==> config.mk <==
export PLATFORM = sky130hd
export DESIGN_NAME = serial_cmd_rx
export DESIGN_NICKNAME = d
export VERILOG_FILES = /design/src/rtl/ser_rx_pkg.sv /design/src/rtl/ser_sync_chain.sv /design/src/rtl/ser_rise_detect.sv /design/src/rtl/ser_byte_framer.sv /design/src/rtl/serial_cmd_rx.sv
export SDC_FILE = /design/constraint.sdc
export NUM_CORES = 1
export LEC_CHECK = 0
export ABC_AREA = 1
export BUFFER_PORTS_ARGS = -buffer_cell sky130_fd_sc_hd__buf_2
export CORE_ASPECT_RATIO = 0.75
export CORE_MARGIN = 8
export CORE_UTILIZATION = 40
export CTS_CLUSTER_DIAMETER = 100
export DETAILED_ROUTE_END_ITERATION = 12
export GPL_ROUTABILITY_DRIVEN = 0
export SLEW_MARGIN = 5
export SYNTH_ARGS = -nofsm -noshare
export SYNTH_HDL_FRONTEND = slang
export SYNTH_SLANG_ARGS = --single-unit
==> constraint.sdc <==
create_clock -name clk -period 2 [get_ports clk]
set_clock_uncertainty 0.1 [all_clocks]
set_input_delay 0.6 -clock clk [delete_from_list [all_inputs] [get_ports clk]]
set_output_delay 0.6 -clock clk [all_outputs]
set_load 0.02 [all_outputs]
==> src/rtl/ser_rx_pkg.sv <==
// Package: shared sizes for the serial command/data receiver.
// Assumes: byte width is a power of two of at least 2.
package ser_rx_pkg;
    parameter int unsigned BYTE_W      = 8;
    parameter int unsigned SYNC_STAGES = 2;
endpackage

==> src/rtl/ser_sync_chain.sv <==
// Module: ser_sync_chain
// Brings W asynchronous single-bit inputs into the clk domain through
// a chain of STAGES flip-flops per bit.
// Assumes: each input bit is treated on its own; STAGES >= 2.
module ser_sync_chain #(
    parameter int unsigned W      = 4,
    parameter int unsigned STAGES = 2
) (
    input  logic         clk,
    input  logic         rst_n,
    input  logic [W-1:0] async_in,
    output logic [W-1:0] sync_out
);
    logic [W-1:0] stage_q [STAGES];

    generate
        for (genvar s = 0; s < STAGES; s++) begin : g_stage
            if (s == 0) begin : g_first
                // Capture the raw asynchronous inputs.
                always_ff @(posedge clk) begin
                    if (!rst_n) stage_q[0] <= '0;
                    else        stage_q[0] <= async_in;
                end
            end else begin : g_next
                // Pass the value along one more stage.
                always_ff @(posedge clk) begin
                    if (!rst_n) stage_q[s] <= '0;
                    else        stage_q[s] <= stage_q[s-1];
                end
            end
        end
    endgenerate

    assign sync_out = stage_q[STAGES-1];
endmodule

==> src/rtl/ser_rise_detect.sv <==
// Module: ser_rise_detect
// Turns a synchronized serial clock into a one-cycle pulse on each
// low-to-high transition.
// Assumes: level_in is already in the clk domain.
module ser_rise_detect (
    input  logic clk,
    input  logic rst_n,
    input  logic level_in,
    output logic rise_out
);
    logic level_d;

    // Remember the previous level for edge comparison.
    always_ff @(posedge clk) begin
        if (!rst_n) level_d <= 1'b0;
        else        level_d <= level_in;
    end

    assign rise_out = level_in & ~level_d;

    // A rise can never be seen on two cycles in a row (supports R2).
    assert_rise_single_R2: assert property (@(posedge clk) disable iff (!rst_n)
        rise_out |=> !rise_out);
endmodule

==> src/rtl/ser_byte_framer.sv <==
// Module: ser_byte_framer
// Shifts bits in MSB first on each sample enable and counts them. On
// every BYTE_W-th bit it emits the byte, its data/command flag and a
// one-cycle strobe. Counter and shift register are held clear while
// the chip is deselected.
// Assumes: sample_en is a single-cycle pulse; bit_in/dc_in are aligned to it.
module ser_byte_framer #(
    parameter int unsigned BYTE_W = 8
) (
    input  logic              clk,
    input  logic              rst_n,
    input  logic              active,
    input  logic              sample_en,
    input  logic              bit_in,
    input  logic              dc_in,
    output logic [BYTE_W-1:0] byte_out,
    output logic              byte_valid,
    output logic              byte_is_data
);
    localparam int unsigned CNT_W = $clog2(BYTE_W);
    localparam logic [CNT_W-1:0] LAST_BIT = CNT_W'(BYTE_W - 1);

    logic [CNT_W-1:0]  bit_cnt;
    logic [BYTE_W-1:0] shift_q;
    logic [BYTE_W-1:0] shift_next;

    assign shift_next = {shift_q[BYTE_W-2:0], bit_in};

    // Count and shift bits; clear both while deselected.
    always_ff @(posedge clk) begin
        if (!rst_n || !active) begin
            bit_cnt <= '0;
            shift_q <= '0;
        end else if (sample_en) begin
            shift_q <= shift_next;
            bit_cnt <= (bit_cnt == LAST_BIT) ? '0 : bit_cnt + 1'b1;
        end
    end

    // Publish a finished byte with its flag and a single-cycle strobe.
    always_ff @(posedge clk) begin
        if (!rst_n) begin
            byte_out     <= '0;
            byte_is_data <= 1'b0;
            byte_valid   <= 1'b0;
        end else begin
            byte_valid <= 1'b0;
            if (active && sample_en && bit_cnt == LAST_BIT) begin
                byte_out     <= shift_next;
                byte_is_data <= dc_in;
                byte_valid   <= 1'b1;
            end
        end
    end

    assert_valid_one_cycle_R2: assert property (@(posedge clk) disable iff (!rst_n)
        byte_valid |=> !byte_valid);
    assert_outputs_hold_R8: assert property (@(posedge clk) disable iff (!rst_n)
        !byte_valid |-> ($stable(byte_out) && $stable(byte_is_data)));
    assert_count_clear_idle_R4: assert property (@(posedge clk) disable iff (!rst_n)
        !active |=> (bit_cnt == '0 && shift_q == '0));
endmodule

==> src/rtl/serial_cmd_rx.sv <==
// Module: serial_cmd_rx (top)
// Write-only serial receiver: synchronizes the host lines, detects the
// rising edges of the serial clock and frames 8-bit command/data bytes.
// Assumes: each serial clock phase lasts at least two clk periods.
module serial_cmd_rx
    import ser_rx_pkg::*;
(
    input  logic              clk,
    input  logic              rst_n,
    input  logic              sclk_in,
    input  logic              sdata_in,
    input  logic              dc_sel_in,
    input  logic              cs_n_in,
    input  logic              cs_in,
    output logic [BYTE_W-1:0] byte_out,
    output logic              byte_valid,
    output logic              byte_is_data
);
    localparam int unsigned NSYNC = 5;

    logic [NSYNC-1:0] raw_lines;
    logic [NSYNC-1:0] sync_lines;
    logic sclk_s, sdata_s, dc_s, cs_n_s, cs_s;
    logic sel_active;
    logic sclk_rise;

    assign raw_lines = {cs_in, cs_n_in, dc_sel_in, sdata_in, sclk_in};
    assign {cs_s, cs_n_s, dc_s, sdata_s, sclk_s} = sync_lines;
    assign sel_active = ~cs_n_s & cs_s;

    ser_sync_chain #(.W(NSYNC), .STAGES(SYNC_STAGES)) u_sync (
        .clk      (clk),
        .rst_n    (rst_n),
        .async_in (raw_lines),
        .sync_out (sync_lines)
    );

    ser_rise_detect u_edge (
        .clk      (clk),
        .rst_n    (rst_n),
        .level_in (sclk_s),
        .rise_out (sclk_rise)
    );

    ser_byte_framer #(.BYTE_W(BYTE_W)) u_framer (
        .clk          (clk),
        .rst_n        (rst_n),
        .active       (sel_active),
        .sample_en    (sclk_rise),
        .bit_in       (sdata_s),
        .dc_in        (dc_s),
        .byte_out     (byte_out),
        .byte_valid   (byte_valid),
        .byte_is_data (byte_is_data)
    );

    assert_byte_needs_select_R5: assert property (@(posedge clk) disable iff (!rst_n)
        byte_valid |-> $past(!cs_n_s && cs_s && sclk_rise));
    assert_flag_from_line_R3: assert property (@(posedge clk) disable iff (!rst_n)
        byte_valid |-> (byte_is_data == $past(dc_s)));
endmodule

Yosys cells after proc, flatten, opt, wreduce, memory -nomap -nowiden
Memory sizes are Yosys's and may differ from the RTL's.
Index checks and enable logic that the tools add are counted.
Widths: inputs -> output; s select.
{ "totals": {"regBits": 21, "ram_bits": 10, "input_bits": 7, "out_inout_bits": 10, "wordCells": 26, "memories": 1} }
{ "classes": {"n_addsub": 1, "n_eq_ne": 1, "mux": 6, "bitwise": 6, "reduce_logical": 5} }
{ "mem_list": {"columns": ["name", "depth", "width", "rd", "rd_clocked_by_memory_dff", "wr", "line_no", "rtl"], "rows": [
  ["u_sync.stage_q", 2, 5, 2, 0, 2, "ser_sync_chain.sv:14", "logic [W-1:0] stage_q [STAGES];"]
]} }
{ "ops": {"columns": ["op", "count"], "rows": [
  ["$mux 5", 2],
  ["$add 3x1->3 const B", 1],
  ["$eq 3x3->1 const B", 1],
  ["$mux 1", 3],
  ["$mux 3", 1],
  ["$and 1x1->1", 2],
  ["$logic_and 1x1->1", 2],
  ["$logic_not 1->1", 2],
  ["$not 1->1", 2],
  ["$or 1x1->1", 2],
  ["$logic_or 1x1->1", 1]
]} }

Depth between registers and ports, before layout
Gate-level depths: netlist of the first run.
{ "logic_depth": {"depth_word": 5, "depth_mapped": 7, "ltp_nobuf": 7} }

Hierarchy
A second synthesis of the first run with hierarchy kept.
{ "hier_totals": {"hier_cells": 145, "area_unflattened_um2": 1116.1} }
{ "by_module_without_submodules": {"columns": ["mod", "instances", "cells_each", "area_per_inst_um2", "seq_area_each_um2"], "rows": [
  ["ser_byte_framer", 1, 107, 782.0, 400.4],
  ["ser_sync_chain", 1, 31, 286.5, 200.2],
  ["ser_rise_detect", 1, 5, 37.5, 20.0],
  ["serial_cmd_rx", 1, 2, 10.0, 0.0]
]} }

Worst setup path after synthesis of the first run
Ideal clock, no wire load.
{ "synth_timing": {"path_kind": "register -> register", "from": "reg u_framer.bit_cnt[0]", "to": "reg u_framer.byte_out[0]", "setup_time_ps": 74, "t_arrival_ps": 1171, "required_time_ps": 1826, "slack_ps": 655, "path_stages_with_launch": 8, "path_buffers": 1, "synth_period_minus_slack_ps": 1345, "path_cell_list": "dfxtp_1 ha_1 ha_1 nand3_2 nor2_4 buf_6 nand3_1 o21ai_0"} }
{ "synth_via": {"elab_chain_len": 2} }
{ "synth_lines": {"columns": ["item", "line_no", "rtl"], "rows": [
  ["start, declared", "ser_byte_framer.sv:23", "logic [CNT_W-1:0] bit_cnt;"],
  ["start signal, assigned", "ser_byte_framer.sv:36", "bit_cnt <= (bit_cnt == LAST_BIT) ? '0 : bit_cnt + 1'b1;"],
  ["$eq 3x3->1", "ser_byte_framer.sv:48", "if (active && sample_en && bit_cnt == LAST_BIT) begin"],
  ["$logic_and 1x1->1", "ser_byte_framer.sv:48", null],
  ["end signal, assigned", "ser_byte_framer.sv:49", "byte_out <= shift_next;"],
  ["end, declared", "ser_byte_framer.sv:16", "output logic [BYTE_W-1:0] byte_out,"]
]} }
Every way passes these cells.
A chain may end at the register's enable or synchronous reset.

Worst setup path in the final report of the first run
{ "layout_timing": {"from": "reg u_framer.bit_cnt[0]", "to": "reg u_framer.byte_out[5]"} }
Same word-level chain as after synthesis.

==> results of run 1 <==
[final cells by class]
cell class,instances,area [um^2]
inverters,16,60.06
well taps,36,45.04
fillers,269,1331
flip-flops and latches,31,620.6
repair buffers,17,87.58
clock buffers,8,68.82
multi-input cells,78,369.1
[Yosys cell counts]
master                     instances  area (um^2)
sky130_fd_sc_hd__dfxtp_1          31        620.6
sky130_fd_sc_hd__buf_2             2        10.01
sky130_fd_sc_hd__ha_1              2        25.02
sky130_fd_sc_hd__nor2_4            1        11.26
sky130_fd_sc_hd__clkbuf_1          1        3.750
sky130_fd_sc_hd__o21ai_0           6        30.03
sky130_fd_sc_hd__a21oi_1           9        45.04
sky130_fd_sc_hd__nand3_2           2        20.02
sky130_fd_sc_hd__nand2_2           1        6.260
sky130_fd_sc_hd__nand2_1          40        150.1
sky130_fd_sc_hd__a211oi_1          1        7.510
sky130_fd_sc_hd__nor2_1            7        26.28
sky130_fd_sc_hd__o21ai_1           1        5.000
sky130_fd_sc_hd__buf_4             1        7.510
sky130_fd_sc_hd__nor3b_1           1        7.510
sky130_fd_sc_hd__buf_6             1        11.26
sky130_fd_sc_hd__nand3_1           7        35.03
sky130_fd_sc_hd__inv_1            16        60.06
[state kept, by name, summed over array words and instances (netlist names)]
name and count:
u_framer.byte_valid 1, u_framer.byte_out 8, u_framer.shift_q 7, u_sync.stage_q 10
u_framer.bit_cnt 3, u_framer.byte_is_data 1, u_edge.level_d 1
[worst min-delay path by stage]
stage | to | cells past startpoint
floorplan | u_sync.stage_q[1][0] | 2
global placement | u_sync.stage_q[1][0] | 2
detailed placement | u_sync.stage_q[1][3] | 2
CTS | u_sync.stage_q[1][2] | 2
global route | u_sync.stage_q[1][4] | 2
finish | u_sync.stage_q[1][2] | 2
[metal layers]
| layer | routed length, um | GRT usage [%] | up-vias |
|---|---|---|---|
| met5 | 0 | 0 | - |
| met4 | 38 | 6.540 | 0 |
| met3 | 156 | 4.227 | 5 |
| met2 | 784 | 13.63 | 20 |
| met1 | 834 | 8.759 | 337 |
| li1 | - | - | 442 |
[logic make-up after synthesis]
kind of cell | count (synthesis) | synth area share [%]
flip-flops | 31 | 57.34
AO/OA/AOI/OAI | 17 | 8.092
adder cells (fa/ha/maj) | 2 | 2.312
buffers and inverters | 21 | 8.555
AND/OR/NAND/NOR | 59 | 23.70
[per-stage QoR]
stage               setup slack, ps  total power, mW  hold WS [ps]  cell area (um^2)  util [%]
floorplan                     654.8           0.6690         290.5              1082         -
global route                  280.1            1.117         334.1              1251     48.45
finish                        458.4            1.065         316.7              1251     48.45
CTS                           435.0            1.081         316.5              1251     48.45
detailed placement            433.7           0.6791         299.4              1182     45.78
global placement              540.4           0.6778         293.9              1182     45.78
[worst min-delay path, stage by stage (launching register included)]
cell and delay [ps]:
sky130_fd_sc_hd__dfxtp_1 300, sky130_fd_sc_hd__nand2_1 50, sky130_fd_sc_hd__inv_1 30
[power breakdown]
group / internal, mW / total [mW] / switching, mW
clock: 0.207 / 0.401 / 0.194
combinational: 0.0114 / 0.0336 / 0.0222
sequential: 0.627 / 0.630 / 0.00336
==> results.txt, run 1 <==
The netlist area before placement was 1082 um^2. The most common cell after layout, fill and taps aside was sky130_fd_sc_hd__nand2_1. Detailed placement finished with a half-perimeter wire length of 1278 um. The tools report the final-report hold violation count as 0.

Entering global routing, the biggest net connects 24 pins. Synthesis produced 130 cells. The average size of a mapped cell came out at 8.325 um^2.

The worst setup path is captured at a register. Post-CTS timing repair inserted 0 buffers for setup. From synthesis to final layout, the design area changed by 15.61%. The logs give 0 for the final-report setup violation count and 736 for the number of global-route vias before repair. The setup check on the worst reg-to-reg path leaves a slack of 460 ps. The total instance count after detailed placement is 178, and the net count after synthesis is 139.

The total congestion overflow is 0, and the clock-pin slew on the worst setup and hold paths is 90 ps. The clock net in this run drives a total of 31 sinks. The startpoint identified for the worst hold timing path is u_sync.stage_q[0][2].

The number of buffers created by CTS was 5; the cell count of the worst reg-to-reg path was 5. After detailed routing, the number of remaining DRC violations is 0. The floorplan step set the die height to 61.05 um.

In this run the worst path has a maximum fanout of 18. The width of the chip is 76.07 um. Via density per instance: 4.323.

IR analysis of the VDD net gives a maximum drop of 0.5031 mV. The tools report the initial core utilization as 41.91%. At the end of the flow, the number of nets in the layout was 158. The cell type of the slowest stage on the worst timing path was sky130_fd_sc_hd__dfxtp_1. The critical path ends at u_framer.byte_out[5].

Setup repair after global routing left no endpoint under its margin. The filler-free cell count of the finished design came out at 186. For this design the static power due to leakage is 0.5748 nW. The total wirelength of the detailed-routed design was 1814 um.

The run finished with clean final reports. In this run the count of I/O pins placed on the die edge is 17. On the critical path the largest part of the delay comes from simple AND/OR/NAND/NOR gates. Number of antenna violations at the first check in global routing: 0.

The signal on the critical path passes through ha_1 -> ha_1 -> nand3_2 -> nor2_4 -> o21ai_0. The area of the placeable core was 2582 um^2. The detailed router placed 804 vias in this run.

The clock reaches the later pin of the worst-skew pair after 320 ps. The maximum operating frequency is 648.7 MHz. The first detailed-routing pass ran for 4 iterations.

Worst min-delay path class: register to register. The worst-case headroom to the max-slew limit is 78.41%. The start point of the critical path was u_framer.bit_cnt[0]. The floorplan step defined a die boundary enclosing 4643 um^2.

The quantity of gates resized following cts is 0. TritonCTS built the clock tree. The count of pins over their slew limit is 0. The first global-routing pass estimated 3091 um of wire.

In this design, the stage delay of the slowest critical-path cell is 370 ps. The sum of buffers and inverters on the critical path was 0. The worst setup path is of the register to register kind.

The run gives 2 as the H-tree depth. In the layout the commonest cells are 40 x sky130_fd_sc_hd__nand2_1, 31 x sky130_fd_sc_hd__dfxtp_1, 16 x sky130_fd_sc_hd__inv_1, 16 x sky130_fd_sc_hd__buf_2, 9 x sky130_fd_sc_hd__a21oi_1. In this run the critical register-to-register path is captured at u_framer.byte_out[5]. The fraction of layout instances using a drive strength above 1 was 18.67%. The clock period minus worst slack came out at 1542 ps.

Of the available clock period, the critical path in the final layout requires 77.08%. The power per cell area was 851.0 nW/um^2. The routed length per instance works out to 9.753 um.

After routing, the total negative slack on setup checks comes to 0 ps. Logic depth of the worst path, buffers included: 5. The longest clock path from root to sink contains 2 buffers. Across the run, the number of max-cap violations was 0.

After floorplanning, the core was divided into 16 placement rows. The endpoint required time on the critical path was 2090 ps. STA classifies the critical path startpoint as a register. The transition time at the pin with the least slew margin works out to 323.0 ps.

The startpoint identified for the worst register-to-register timing path is u_framer.bit_cnt[0]. The tree is rooted in a sky130_fd_sc_hd__clkbuf_4. By instance count, the cell type seen most on the critical path is sky130_fd_sc_hd__ha_1.

0 antenna diodes ended up in the layout. The register area share after synthesis is 57.34%. The synthesized design contains 31 register bits.

Data arrival at the endpoint of the critical path: 1630 ps. The combined global-route utilization of all metal layers is 8.527%, and the number of buffers inserted by hold repair at cts is 0. For the starting DRC count in detailed routing, the log shows 46.

The count of buffers from port buffering is 16, and the number of unique standard cell types used by synthesis is 18. The run gives 0 as the remaining number of nets flagged by the antenna check after routing. The yosys synthesis warning count was 0.
(Power assumes the default switching activity.)
==> run 2: changes to the inputs <==
Clock period 2 ns to 1.55 ns, I/O delays scaled along.
==> run 2 against run 1 <==
Against the previous run:
- core utilization grew 1.4 points
- worst hold slack lost 96 ps
- via count grew 1.6%
- total power grew 30%
- critical path type unchanged
- global-route usage grew 0.65 points
- setup slack lost 330 ps
- register-to-register slack lost 330 ps
- largest cell class unchanged
- critical endpoint is now u_framer.byte_out[7]
- critical path depth grew 3
==> results.txt, run 2 (synthesized netlist as in run 1, its figures left out) <==
The boundary pin count is 17 (unchanged), and the worst-case vdd ir drop is 0.5254 mV (+4.4%). The data arrival at the endpoint of the critical path came out at 1560 ps (-70 ps). The HPWL after detailed placement is 1308 um (+2.3%). The worst setup path is launched from a register. The count of pins over their slew limit was 0 (unchanged); the clock period minus worst slack was 1422 ps (-119.3 ps). Area of combinational cells with multiple inputs: 371.6 um^2 (+0.68%).

Setup repair after global routing left no endpoint under its margin. The initial core utilization was 41.91% (unchanged). The run gives 0 (unchanged) as the post-detailed-route DRC marker count.

The run gives 0 (unchanged) as the final-report hold violation count. In this run the most critical hold path is launched from sclk_in. The total wirelength of the detailed-routed design is 1876 um (+3.4%), and the maximum number of pins on one net before global-route repair is 29 (+21%). Cell count of the worst reg-to-reg path: 8 (+3).

The clock-pin slew on the worst setup and hold paths came out at 100 ps (about the same). The cell repeated most along the worst path was sky130_fd_sc_hd__nand2_1. In the final layout, the registers with the most flip-flops are u_sync.stage_q x10, u_framer.byte_out x8, u_framer.shift_q x7. The storage element area is 621.8 um^2 (+0.20%), and the transition time at the pin with the least slew margin is 295.3 ps (-27.73 ps). The combined global-route utilization of all metal layers was 9.172% (+0.65 points).

The final cycle utilization of the critical path is 91.76% (+15 points), and the die boundary height is 61.05 um (unchanged). For the number of inserted diodes, the log shows 0 (unchanged). The via density per instance was 4.369 (+1.1%); the maximum operating frequency was 703.1 MHz (+8.4%). The critical path in this run is classified as register to register. The total congestion overflow came out at 0 (unchanged). The run gives 2 (unchanged) as the H-tree depth. Flip-flop count of the largest register after layout: 10 (unchanged). Leaving out fill and tap cells, the most frequent cells in the layout are 40 x sky130_fd_sc_hd__nand2_1, 30 x sky130_fd_sc_hd__dfxtp_1, 16 x sky130_fd_sc_hd__inv_1, 16 x sky130_fd_sc_hd__buf_2, 9 x sky130_fd_sc_hd__a21oi_1. For the count of fill cells added during filler insertion, the log shows 262 (-2.6%). The biggest cell delay along the critical path works out to 350 ps (-20 ps). Clock net sink count: 31 (unchanged). The power per cell area came out at 1074 nW/um^2 (+26%). The global-route wire length before repair is 3353 um (+8.5%). The total number of vias came out at 817 (+1.6%). The tightest min-delay check is of the primary input to register type. Count of cells along the worst hold path: 3 (+1).

Maximum buffer depth of the clock tree: 2 (unchanged). The overall power of the completed layout is 1.383 mW (+30%), and the worst hold-check slack is 220.2 ps (-96.47 ps). TritonCTS built the clock tree. The kind of end point of the critical path is a register. Worst-case headroom to the max-slew limit: 80.24% (+1.8 points). The number of antenna violations at the first check in global routing is 0 (unchanged).

The routed length per instance was 10.03 um (+2.9%); the area of the placeable core was 2582 um^2 (unchanged). The width of the chip is 76.07 um (unchanged), and the remaining number of nets flagged by the antenna check after routing is 0 (unchanged). The starting DRC count in detailed routing was 57 (+24%). The standard-cell row count is 16 (unchanged), and the number of global-route vias before repair is 803 (+9.1%). On the critical path, the stage with the largest delay is an instance of sky130_fd_sc_hd__dfxtp_2. The worst hold path terminates at u_sync.stage_q[0][0]. CTS placed an instance of sky130_fd_sc_hd__clkbuf_4 at the clock tree root. The run gives 130 ps (-330 ps) as the register-to-register path setup slack.

The endpoint identified for the worst register-to-register timing path is u_framer.byte_out[7]. The number of buffers created by CTS was 5 (unchanged); the fraction of layout instances using a drive strength above 1 was 20.53% (+1.9 points). The run gives 159 (+0.63%) as the number of nets in the finished design. The total negative setup slack is 0 ps (unchanged), and the source-to-sink clock delay at the later pin of the worst-skew pair is 320 ps (about the same). The leakage power is 0.5847 nW (+1.7%). The flow ran to the end, and the final reports show no timing, DRC or antenna violations. The final-report setup violation count came out at 0 (unchanged). The startpoint identified for the worst register-to-register timing path is u_framer.bit_cnt[0]. The top fanout value on the critical path is 18 (unchanged), and the max-capacitance violation count is 0 (unchanged).

Walking the worst path, the cells encountered are ha_1 -> ha_2 -> nand3_2 -> nor2_4 -> buf_12 -> nand2_1 -> nand2_1 -> nor2_1. For the endpoint required time on the critical path, the log shows 1680 ps (-410 ps). Top register by number of flip-flops: u_sync.stage_q. The number of detailed-route iterations in the first pass was 4 (unchanged); the area added between synthesis and finish was 18.96%.

The count of buffers from port buffering came out at 16 (unchanged). The tools report the area enclosed by the die boundary as 4643 um^2 (unchanged). Most common cell after layout, fill and taps aside: sky130_fd_sc_hd__nand2_1.
==> run 2: critical path, delay by kind of cell, from the launching register on <==
family	cells	cell delay (ps)
and+or+nand+nor	5	390
DFF	1	350
adders and majority gates	2	350
buffers and inverters	1	140
==> run 2: worst max-delay path by stage <==
stage | from | endpoint | slack [ps]
2_1_floorplan | u_framer.bit_cnt[0] | u_framer.byte_out[0] | 200
3_3_place_gp | u_framer.bit_cnt[0] | u_framer.byte_out[7] | 90
3_5_place_dp | u_framer.bit_cnt[0] | u_framer.byte_out[5] | -5
4_1_cts | u_framer.bit_cnt[0] | u_framer.byte_out[5] | 70
5_1_grt | u_framer.bit_cnt[1] | u_framer.byte_out[5] | 2
6_report | u_framer.bit_cnt[0] | u_framer.byte_out[7] | 130
==> run 2: final cells by class <==
class / count / share of cell area, %
repair buffers: 18 / 9.329
multi-input cells: 78 / 28.86
well taps: 36 / 3.499
flip-flops and latches: 31 / 48.30
inverters: 16 / 4.665
clock buffers: 8 / 5.345
==> run 2: stage by stage <==
step | setup WS (ps) | area [um^2] | cells | util, %
2_1_floorplan | 204.8 | 1082 | 130 | -
3_3_place_gp | 94.99 | 1195 | 178 | 46.27
3_5_place_dp | -5.172 | 1195 | 178 | 46.27
4_1_cts | 67.48 | 1284 | 187 | 49.71
5_1_grt | 1.629 | 1287 | 187 | 49.85
6_report | 127.7 | 1287 | 187 | 49.85
==> run 2: per-layer routing <==
layer / share of wire (%) / vias to the layer above / global-route usage [%]
li1: - / 442 / -
met1: 46 / 354 / 9.463
met2: 44 / 16 / 15.09
met3: 7.8 / 5 / 4.665
met4: 2.0 / 0 / 5.722
met5: 0 / - / 0
==> run 2: power breakdown <==
group          switching [mW]  internal (mW)  total (mW)  leakage, nW
clock                   0.255          0.267       0.522       0.0386
sequential            0.00472          0.809       0.814        0.252
combinational          0.0295         0.0182      0.0477        0.294
==> run 2: what timing repair did <==
action / 4_1_cts / 5_1_grt
pin swaps: 1 / 0
buffers inserted: 1 / 0
hold buffers: 0 / 0
gates resized for setup: 0 / 2
endpoints found under the hold margin: 0 / 0
setup endpoints to repair: 2 / 9
==> run 3: changes to the inputs <==
Settings changed: ABC_AREA 1 to default, SETUP_SLACK_MARGIN from default to 0.5, SLEW_MARGIN 5 to default.
==> run 3 against run 2 <==
Against the previous run:
- maximum frequency is 5.7% higher
- critical path depth down 7
- synthesized area up 1.0%
- flip-flop and latch count unchanged
==> results.txt, run 3 <==
The max-capacitance violation count is 0 (unchanged). The standard-cell row count was 16 (unchanged); the async set-reset flop share out of synthesis was 0% (unchanged). For the register area share after synthesis, the log shows 56.75% (-0.59 points). The filler-free cell count of the finished design was 178 (-4.8%).

Worst-case vdd ir drop: 0.6188 mV (+18%). The logs give 16 (-2) for the number of unique standard cell types used by synthesis and 58.75% (+8.9 points) for the final cell utilization of the core. The biggest cell delay along the critical path was 350 ps (about the same). The remaining number of nets flagged by the antenna check after routing is 0 (unchanged), and the flip-flop count of the largest register after layout is 10 (unchanged). The count of buffers from port buffering is 16 (unchanged). The number of antenna violations at the first check in global routing is 0 (unchanged), and the number of buffers inserted by hold repair at cts is 0 (unchanged). The total negative setup slack is 0 ps (unchanged), and the endpoint required time on the critical path is 980 ps (-700 ps). The data arrival at the endpoint of the critical path came out at 780 ps (-780 ps). The top cell types in the final layout, fill and taps aside, are 30 x sky130_fd_sc_hd__nand2_1, 18 x sky130_fd_sc_hd__dfxtp_1, 13 x sky130_fd_sc_hd__dfxtp_2. The top fanout value on the critical path was 2 (-16). The total instance count after detailed placement was 162 (-9.0%).

The area enclosed by the die boundary came out at 4680 um^2 (+0.79%). The clock period minus worst slack works out to 1345 ps (-77.23 ps). Setup repair after global routing could not meet its margin everywhere. Traced cell by cell, the critical path runs through buf_6. The run gives 0 (unchanged) as the total congestion overflow.

The width of the chip is 76.38 um (+0.41%), and the source-to-sink clock delay at the later pin of the worst-skew pair is 320 ps (about the same). The final-report setup violation count is 0 (unchanged), and the count of pins over their slew limit is 0 (unchanged). The worst-case headroom to the max-slew limit is 86.11% (+5.9 points). For the boundary pin count, the log shows 17 (unchanged).

The average size of a mapped cell was 9.677 um^2 (+16%); the combined global-route utilization of all metal layers was 9.933% (+0.76 points). The maximum operating frequency is 743.5 MHz (+5.7%). The slowest stage of the critical path is the sky130_fd_sc_hd__dfxtp_2 cell.

The cell with the most instances after synthesis was sky130_fd_sc_hd__nand2_1. In this run the worst hold path is classified as primary input to register. By area the synthesized netlist is led by sky130_fd_sc_hd__dfxtp_1 57%, sky130_fd_sc_hd__nand2_1 12%, sky130_fd_sc_hd__mux2i_1 9.2%. Via density per instance: 4.601 (+5.3%). The logs give 128 um (-13%) for the met3 wirelength from detailed routing and 4 (unchanged) for the number of detailed-route iterations in the first pass. Kind of end point of the critical path: an output port. For the starting DRC count in detailed routing, the log shows 49 (-14%). For the final-report hold violation count, the log shows 0 (unchanged). STA classifies the critical path startpoint as a register. The run gives 113 (-13%) as the number of cells produced by synthesis. Total wirelength of the detailed-routed design: 2160 um (+15%).

The library cell used most frequently in the layout, excluding fill and tap cells, is sky130_fd_sc_hd__nand2_1. The net count after synthesis was 122 (-12%); the number of global-route vias before repair was 824 (+2.6%). TritonCTS built the clock tree. The final cycle utilization of the critical path works out to 86.78% (-5.0 points). Compared with the post-synthesis result, the final layout area differs by 39.82%.

The top flip-flop cell by instance count after synthesis is sky130_fd_sc_hd__dfxtp_1. The commonest cells after synthesis are 36 x sky130_fd_sc_hd__nand2_1, 31 x sky130_fd_sc_hd__dfxtp_1, 12 x sky130_fd_sc_hd__and2_1. The power per cell area is 871.7 nW/um^2 (-19%). The total number of vias was 819 (+0.24%). The H-tree depth was 2 (unchanged); the number of buffers created by CTS was 5 (unchanged). The run gives 0 (unchanged) as the post-detailed-route DRC marker count. The critical path start-end classification is register to output port. The number of inserted diodes was 0 (unchanged); the maximum number of pins on one net before global-route repair was 14 (-52%). The fraction of layout instances using a drive strength above 1 was 47.89% (+27 points). The post-route met1 wirelength was 1003 um (+17%); the clock net sink count was 31 (unchanged). The die boundary height was 61.28 um (+0.38%). The kind of cell adding the most delay to the critical path is flip-flops.

Initial core utilization: 42.02% (+0.11 points). The yosys synthesis warning count is 0 (unchanged). Buffer type at the clock tree root: sky130_fd_sc_hd__clkbuf_4. The logs give 3588 um (+7.0%) for the global-route wire length before repair and 2 (unchanged) for the maximum buffer depth of the clock tree. The logs give 2603 um^2 (+0.78%) for the area of the placeable core and 1094 um^2 (+1.0%) for the netlist area before placement. The top cell type's share of synthesized area came out at 56.75% (-0.59 points).

Ranked by flip-flop count, first place goes to u_sync.stage_q. The clock-pin slew on the worst setup and hold paths works out to 90 ps (about the same). The top cell type by total area after synthesis is sky130_fd_sc_hd__dfxtp_1. The routed length per instance is 12.13 um (+21%). The transition time at the pin with the least slew margin came out at 207.3 ps (-87.96 ps). The flow ran to the end, and the final reports show no timing, DRC or antenna violations. The number of nets in the finished design was 151 (-5.0%); the leakage power was 0.6193 nW (+5.9%).

The HPWL after detailed placement came out at 1306 um (-0.15%). Routed signal wires occupy layers up through met4. The largest registers in the layout are u_sync.stage_q x10, u_framer.byte_out x8, u_framer.shift_q x7. The flip-flop and latch count after synthesis was 31 (unchanged); the sum of buffers and inverters on the critical path was 1 (unchanged). The tools report the total length of routed met2 wires as 993 um (+19%). The number of enable-type register cells in the synthesized netlist is 0 (unchanged).
[run 3: changes by cell type after synthesis, sizes merged, moves of 5 or more]
cell,previous run,this run
o21ai,7,0
and2,0,12
inv,16,0
nor2,8,2
nand2,41,36
nand3,9,0
mux2i,0,10
[run 3: where the power goes]
part	switching, mW	internal [mW]
registers	0.00390	0.808
clock network	0.252	0.210
logic	0.0306	0.0284
total	0.286	1.05
[run 3: logic make-up (layout without fill, tap and decap cells)]
logic type / count (synthesis) / after routing / share of synthesized area (%)
AND/OR/NAND/NOR: 55 / 56 / 24.14
flip-flops: 31 / 31 / 56.75
multiplexers: 10 / 10 / 9.154
AO/OA/AOI/OAI: 9 / 9 / 4.119
buffers and inverters: 6 / 34 / 3.546
adder cells (fa/ha/maj): 2 / 2 / 2.288
[run 3: through the flow]
step | setup slack, ps | hold slack [ps] | area, um^2 | power (mW)
final | 205.0 | 241.0 | 1529 | 1.333
after global placement | 314.0 | 316.1 | 1230 | 0.8737
after floorplan | 318.2 | 311.9 | 1121 | 0.8585
after detailed placement | 281.7 | 319.2 | 1230 | 0.8755
after CTS | 197.2 | 231.3 | 1445 | 1.347
after global routing | 159.4 | 215.7 | 1529 | 1.402
[run 3: area by class of cell]
type	count	area, um^2
Multi-Input combinational cell	77	545.5
Tap cell	36	45.04
Fill cell	231	1074
Sequential cell	31	636.9
Clock inverter	1	5.005
Clock buffer	6	51.30
Timing Repair Buffer	27	245.2
[run 3: path summary, 6_finish.rpt]
check	to	start	slack, ps	cells after the start
hold / removal	u_sync.stage_q[0][2]	dc_sel_in	240	2
setup reg to reg	u_framer.byte_out[3]	u_framer.bit_cnt[1]	290	4
hold reg to reg	u_sync.stage_q[1][3]	u_sync.stage_q[0][3]	340	1
setup / recovery	byte_is_data	u_framer.byte_is_data	200	1
[run 3: layer usage]
metal  track usage, %  vias to the layer above
met4            4.087                        0
met2            16.67                       15
met1            10.22                      381
li1                 -                      417
met3            5.831                        6
met5                0                        -
[run 3: timing repair]
action / in CTS / in global routing
gates resized for setup: 41 / 14
setup buffers: 4 / 4
pin swaps: 3 / 8
cloned: 1 / 0
endpoints found under the setup margin: 30 / 30
